--- src/rtl/dfm_pkg.sv ---
package dfm_pkg;

  typedef enum logic [1:0] {
    ST_IDLE = 2'd0,
    ST_RUN  = 2'd1,
    ST_FIX  = 2'd2
  } dfmState_e;

  // strobes from the sequencer to the datapath
  typedef struct packed {
    logic load;     // capture operands, clear accumulator
    logic step;     // one iteration (bit or digit)
    logic fix;      // prime-mode final conditional subtraction
    logic binMode;  // mode of the job in flight
  } dfmCtrl_t;

endpackage

--- src/rtl/dfm_slice.sv ---
// One bit of the shared datapath: two chained adder cells whose carries
// are gated, so that with carryEn low the slice is a three-input XOR.
module dfm_slice (
  input  logic carryEn,
  input  logic accBit,
  input  logic addA,
  input  logic addB,
  input  logic cinA,
  input  logic cinB,
  output logic sumBit,
  output logic coutA,
  output logic coutB
);
  logic ciA, ciB, midBit;

  always_comb begin
    ciA    = cinA & carryEn;
    midBit = accBit ^ addA ^ ciA;
    coutA  = carryEn & ((accBit & addA) | (accBit & ciA) | (addA & ciA));
    ciB    = cinB & carryEn;
    sumBit = midBit ^ addB ^ ciB;
    coutB  = carryEn & ((midBit & addB) | (midBit & ciB) | (addB & ciB));
  end
endmodule

--- src/rtl/dfm_datapath.sv ---
module dfm_datapath
  import dfm_pkg::*;
#(
  parameter int WIDTH = 16
) (
  input  logic             clk,
  input  logic             rstN,
  input  dfmCtrl_t         ctrl,
  input  logic [WIDTH-1:0] opA,
  input  logic [WIDTH-1:0] opB,
  input  logic [WIDTH-1:0] modulus,
  output logic [WIDTH-1:0] result
);
  localparam int AW  = WIDTH + 2;         // headroom for acc + B + M < 4M
  localparam int DIG = (WIDTH + 1) / 2;   // radix-4 digits
  localparam int SW  = 2 * DIG;           // multiplier register width

  logic [AW-1:0]    accReg;
  logic [WIDTH-1:0] bReg, mReg;
  logic [SW-1:0]    aShift, aLoad;

  logic             multBit, quot, carryEn;
  logic [1:0]       digit;
  logic [WIDTH-1:0] bTimesX, red1, red2;
  logic [AW-1:0]    sliceAcc, sliceOpA, sliceOpB, sumVec;
  logic [AW:0]      chainA, chainB;

  // multiplier bit (prime, LSB first) and digit (binary, MSD first)
  assign multBit = aShift[0];
  assign digit   = aShift[SW-1:SW-2];

  always_comb begin
    aLoad = '0;
    aLoad[WIDTH-1:0] = opA;
  end

  // x*B mod P and acc*x^2 mod P (two single-step reductions)
  always_comb begin
    bTimesX = {bReg[WIDTH-2:0], 1'b0} ^ (bReg[WIDTH-1] ? mReg : '0);
    red1    = {accReg[WIDTH-2:0], 1'b0} ^ (accReg[WIDTH-1] ? mReg : '0);
    red2    = {red1[WIDTH-2:0], 1'b0} ^ (red1[WIDTH-1] ? mReg : '0);
  end

  // Montgomery quotient bit: parity of acc + a_i*B
  assign quot    = accReg[0] ^ (multBit & bReg[0]);
  assign carryEn = !ctrl.binMode || ctrl.fix;

  // operand selection for the slice row
  always_comb begin
    if (ctrl.fix) begin
      sliceAcc = accReg;
      sliceOpA = ~{2'b00, mReg};
      sliceOpB = '0;
    end else if (ctrl.binMode) begin
      sliceAcc = {2'b00, red2};
      sliceOpA = digit[1] ? {2'b00, bTimesX} : '0;
      sliceOpB = digit[0] ? {2'b00, bReg} : '0;
    end else begin
      sliceAcc = accReg;
      sliceOpA = multBit ? {2'b00, bReg} : '0;
      sliceOpB = quot ? {2'b00, mReg} : '0;
    end
  end

  assign chainA[0] = ctrl.fix;   // +1 of the two's complement of M
  assign chainB[0] = 1'b0;

  for (genvar i = 0; i < AW; i++) begin : g_slice
    dfm_slice u_slice (
      .carryEn (carryEn),
      .accBit  (sliceAcc[i]),
      .addA    (sliceOpA[i]),
      .addB    (sliceOpB[i]),
      .cinA    (chainA[i]),
      .cinB    (chainB[i]),
      .sumBit  (sumVec[i]),
      .coutA   (chainA[i+1]),
      .coutB   (chainB[i+1])
    );
  end

  always_ff @(posedge clk or negedge rstN) begin
    if (!rstN) begin
      accReg <= '0;
      bReg   <= '0;
      mReg   <= '0;
      aShift <= '0;
    end else if (ctrl.load) begin
      accReg <= '0;
      bReg   <= opB;
      mReg   <= modulus;
      aShift <= aLoad;
    end else if (ctrl.step) begin
      if (ctrl.binMode) begin
        accReg <= {2'b00, sumVec[WIDTH-1:0]};
        aShift <= {aShift[SW-3:0], 2'b00};
      end else begin
        accReg <= {1'b0, sumVec[AW-1:1]};
        aShift <= {1'b0, aShift[SW-1:1]};
      end
    end else if (ctrl.fix) begin
      // sign bit set: acc < M, keep it; otherwise take acc - M
      if (!sumVec[AW-1]) accReg <= sumVec;
    end
  end

  assign result = accReg[WIDTH-1:0];

  // after reduction the prime-mode sum is even
  p_even_sum_r1: assert property (@(posedge clk) disable iff (!rstN)
    (ctrl.step && !ctrl.binMode) |-> (sumVec[0] == 1'b0));

  // headroom is enough, nothing leaves the top slice in an iteration
  p_no_overflow_r1: assert property (@(posedge clk) disable iff (!rstN)
    ctrl.step |-> (!chainA[AW] && !chainB[AW]));

  // final subtraction leaves the value below an odd modulus
  p_reduced_r1: assert property (@(posedge clk) disable iff (!rstN)
    (ctrl.fix && mReg[0]) |=> (accReg < {2'b00, mReg}));

  // binary iterations never set bits at or above degree WIDTH
  p_bin_degree_r3: assert property (@(posedge clk) disable iff (!rstN)
    (ctrl.step && ctrl.binMode) |=> (accReg[AW-1:WIDTH] == 2'b00));

  // without a strobe the accumulator, hence the result, holds
  p_hold_r6: assert property (@(posedge clk) disable iff (!rstN)
    (!ctrl.load && !ctrl.step && !ctrl.fix) |=> $stable(accReg));

endmodule

--- src/rtl/dfm_control.sv ---
module dfm_control
  import dfm_pkg::*;
#(
  parameter int WIDTH = 16
) (
  input  logic     clk,
  input  logic     rstN,
  input  logic     start,
  input  logic     binMode,
  output dfmCtrl_t ctrl,
  output logic     done
);
  localparam int DIG    = (WIDTH + 1) / 2;
  localparam int CW     = $clog2(WIDTH);
  localparam int LAST_P = WIDTH - 1;
  localparam int LAST_B = DIG - 1;

  dfmState_e     state;
  logic [CW-1:0] cnt;
  logic          modeReg;
  logic          lastIter;

  assign lastIter = modeReg ? (cnt == CW'(LAST_B)) : (cnt == CW'(LAST_P));

  always_comb begin
    ctrl.load    = (state == ST_IDLE) && start;
    ctrl.step    = (state == ST_RUN);
    ctrl.fix     = (state == ST_FIX);
    ctrl.binMode = modeReg;
  end

  always_ff @(posedge clk or negedge rstN) begin
    if (!rstN) begin
      state   <= ST_IDLE;
      cnt     <= '0;
      modeReg <= 1'b0;
      done    <= 1'b0;
    end else begin
      done <= 1'b0;
      case (state)
        ST_IDLE: begin
          if (start) begin
            modeReg <= binMode;
            cnt     <= '0;
            state   <= ST_RUN;
          end
        end
        ST_RUN: begin
          cnt <= cnt + 1'b1;
          if (lastIter) begin
            if (modeReg) begin
              state <= ST_IDLE;
              done  <= 1'b1;
            end else begin
              state <= ST_FIX;
            end
          end
        end
        ST_FIX: begin
          state <= ST_IDLE;
          done  <= 1'b1;
        end
        default: state <= ST_IDLE;
      endcase
    end
  end

  // done is a single-cycle pulse
  p_done_pulse_r6: assert property (@(posedge clk) disable iff (!rstN)
    done |=> !done);

  // the mode of a job cannot change while it runs
  p_mode_held_r5: assert property (@(posedge clk) disable iff (!rstN)
    (state != ST_IDLE) |=> $stable(modeReg));

  // the subtraction cycle belongs to prime jobs only
  p_fix_prime_r2: assert property (@(posedge clk) disable iff (!rstN)
    (state == ST_FIX) |-> !modeReg);

  // R4: iteration counter stays in range
  p_count_range_r2: assert property (@(posedge clk) disable iff (!rstN)
    (state == ST_RUN) |-> (cnt <= CW'(LAST_P)));

endmodule

--- src/rtl/dual_field_mul.sv ---
module dual_field_mul
  import dfm_pkg::*;
#(
  parameter int WIDTH = 16
) (
  input  logic             clk,
  input  logic             rstN,
  input  logic             start,
  input  logic             binMode,
  input  logic [WIDTH-1:0] opA,
  input  logic [WIDTH-1:0] opB,
  input  logic [WIDTH-1:0] modulus,
  output logic             done,
  output logic [WIDTH-1:0] result
);
  dfmCtrl_t ctrl;

  dfm_control #(.WIDTH(WIDTH)) u_ctrl (
    .clk     (clk),
    .rstN    (rstN),
    .start   (start),
    .binMode (binMode),
    .ctrl    (ctrl),
    .done    (done)
  );

  dfm_datapath #(.WIDTH(WIDTH)) u_dp (
    .clk     (clk),
    .rstN    (rstN),
    .ctrl    (ctrl),
    .opA     (opA),
    .opB     (opB),
    .modulus (modulus),
    .result  (result)
  );
endmodule

--- config.mk ---
export PLATFORM = sky130hd
export DESIGN_NAME = dual_field_mul
export DESIGN_NICKNAME = d
export VERILOG_FILES = /design/src/rtl/dfm_pkg.sv /design/src/rtl/dfm_slice.sv /design/src/rtl/dfm_datapath.sv /design/src/rtl/dfm_control.sv /design/src/rtl/dual_field_mul.sv
export SDC_FILE = /design/constraint.sdc
export NUM_CORES = 1
export LEC_CHECK = 0
export ABC_AREA = 0
export BUFFER_PORTS_ARGS = -buffer_cell sky130_fd_sc_hd__buf_2
export CELL_PAD_IN_SITES_DETAIL_PLACEMENT = 1
export CELL_PAD_IN_SITES_GLOBAL_PLACEMENT = 1
export CORE_UTILIZATION = 50
export CTS_BUF_LIST = sky130_fd_sc_hd__clkbuf_4 sky130_fd_sc_hd__clkbuf_8 sky130_fd_sc_hd__clkbuf_16
export DETAILED_ROUTE_END_ITERATION = 8
export GPL_TIMING_DRIVEN = 0
export PLACE_DENSITY_LB_ADDON = 0.15
export REMOVE_ABC_BUFFERS = 1
export SETUP_SLACK_MARGIN = 0.05
export SYNTH_ARGS = -nofsm -noshare
export SYNTH_HDL_FRONTEND = slang
export SYNTH_HIERARCHICAL = 1
export SYNTH_SLANG_ARGS = --single-unit
--- constraint.sdc ---
create_clock -name clk -period 35.7 [get_ports clk]
set_input_delay 7.14 -clock clk [delete_from_list [all_inputs] [get_ports clk]]
set_output_delay 7.14 -clock clk [all_outputs]
set_load 0.005 [all_outputs]
==> flow_summary.ini <==
[run_status]
status = complete, no violations

[clock_network]
cts_setup_buffers = 0
cts_tree = built
ctsHoldBuffers = 0
ctsResizeCount = 0
cts_sinks = 73
cts.path.max_buffers = 2
h-tree-depth = 3
clk_latency_ps = 360
numCtsBuffers = 9
clk_pin_slew_ps = 60
cts-root-buf = clkbuf_16

[critical_path]
crit_path_max_incr_delay_ps = 920
cp-end-kind = flop
critPathKind = reg2reg
cp_slowest_cell = a211oi_2
crit_top_cell = fa_1
cp.arrival_ps = 16810
crit_fanout = 50
start_kind = flop
cp.required_ps = 35960

[global_routing]
grt_pass1_wl_um = 30900
grt_overflow = 0
antenna_found_initial = 0
gr-usage-all-layers_pct = 28.2
grt_max_degree = 56
grt_pass1_vias = 6255

[final_layout]
num-fill-cells = 1628
design_area_mm2 = 0.00724
syn_to_final_growth_pct = 6.91
num-nets-final = 899
antenna_cells = 0
drive_gt1_share_pct = 21.2

[floorplanning]
initial_utilization_pct = 51.1
die_area_mm2 = 0.0140
ios = 69
die_h_um = 118
fp.dieW_um = 118
fp-row-count = 42
core_area_mm2 = 0.0132

[sta]
finClkSkew_ps = 7.12
worstMarginPinSlew_ps = 1400
finalHoldViolations = 0
final.period_utilization_pct = 46.4
tns_ps = 0
fin_crit_ps = 16550
rsz0062_at_grt = no
finalSetupViolations = 0
slew_viol_final = 0
max_slew_margin_pct = 5.84
fmax_mhz = 60.4

[place]
portBuffers = 68
placed_area_mm2 = 0.00696
gp_congestion = 0.812
dp_hpwl_um = 12400

[synthesis]
synth_warnings = 6
syn_avg_cell_area_um2 = 8.47
netlist_area_mm2 = 0.00677
synth_cells = 799

[routing]
drc = 0
drt_wl_total_um = 18600
firstDrtPassIters = 4
routedWlPerCell_um = 18.8
drtIter0Drc = 264
vias = 5764
vias_per_cell = 5.84
ant_nets = 0

[pwr]
ir_drop_mv = 0.0513
p_leak_nw = 3.09
power_density_mw_per_mm2 = 102

[min_path]
hp-class = reg2reg

[flow_run]
max-cap-violations = 0
-- placed cells by master, fill, tap and decap left out, drive strengths merged, types with 17 or more instances in the layout --
cell type	count
nand2	146
inv	86
dfrtp	73
buf	71
o21ai	66
a21oi	45
fa	36
and2b	34
mux2i	31
mux2	31
xnor2	17
nand2b	17
-- critical path: cells and delay by family, from the launching register on --
| family | cells | cell delay [ps] |
|---|---|---|
| fa+ha+maj | 20 | 8540 |
| simple gates | 36 | 5110 |
| compound gates | 4 | 1290 |
| buf+inv | 5 | 1040 |
| flops | 1 | 410 |
-- worst paths after layout --
kind	start	end	slack, ps	depth (start not counted)
worst max-delay path	u_ctrl/state[0]	u_dp/accReg[13]	19150	65
worst min-delay path	u_ctrl/cnt[1]	u_ctrl/cnt[1]	540	1
worst max register to register	u_ctrl/state[0]	u_dp/accReg[13]	19150	65
worst min register to register	u_ctrl/cnt[1]	u_ctrl/cnt[1]	540	1
max in group asynchronous	rstN	u_dp/mReg[15]	28450	2
min in group asynchronous	rstN	u_dp/mReg[5]	6670	1
-- flip-flops by register name (all words and copies together), names as in the netlist --
name	cells
u_dp/accReg	17
u_dp/aShift	16
u_dp/bReg	16
u_dp/mReg	16
u_ctrl/cnt	4
u_ctrl/state	2
u_ctrl/done	1
u_ctrl/modeReg	1
-- power breakdown --
group          leakage [nW]  switching [mW]  internal (mW)  total, mW
logic                  2.07           0.248          0.199      0.448
clock network         0.128          0.0391         0.0479     0.0870
registers             0.892          0.0831          0.121      0.204
-- through the flow --
| stage | setup slack (ps) | util, % | instances | hold slack, ps | power (mW) |
|---|---|---|---|---|---|
| final | 19150 | 54.7 | 987 | 542 | 0.739 |
| after global routing | 18160 | 54.7 | 987 | 566 | 0.806 |
| after CTS | 19110 | 54.6 | 987 | 545 | 0.739 |
| after detailed placement | 19260 | 52.5 | 971 | 530 | 0.642 |
| after global placement | 16190 | 52.0 | 968 | 506 | 0.609 |
| after floorplan | 18780 | - | 724 | 484 | 0.505 |
-- layer usage --
layer / global-route usage [%] / routed length [um] / vias to the layer above
met1: 33.2 / 7790 / 2935
met5: 0 / 0 / -
met2: 49.9 / 9740 / 140
li1: - / - / 2662
met3: 5.65 / 756 / 27
met4: 11.6 / 308 / 0
-- final cells by class --
class                   count  area [um2]  share of cell area (%)
repair buffers             71         410                    5.67
inverters                  86         323                    4.46
multi-input cells         565        4180                    57.7
clock buffers              10         233                    3.21
flip-flops and latches     73        1830                    25.3
clock inverters             6        45.0                   0.622
well taps                 176         220                    3.04
Note: power is estimated with default switching activity, not from simulation.
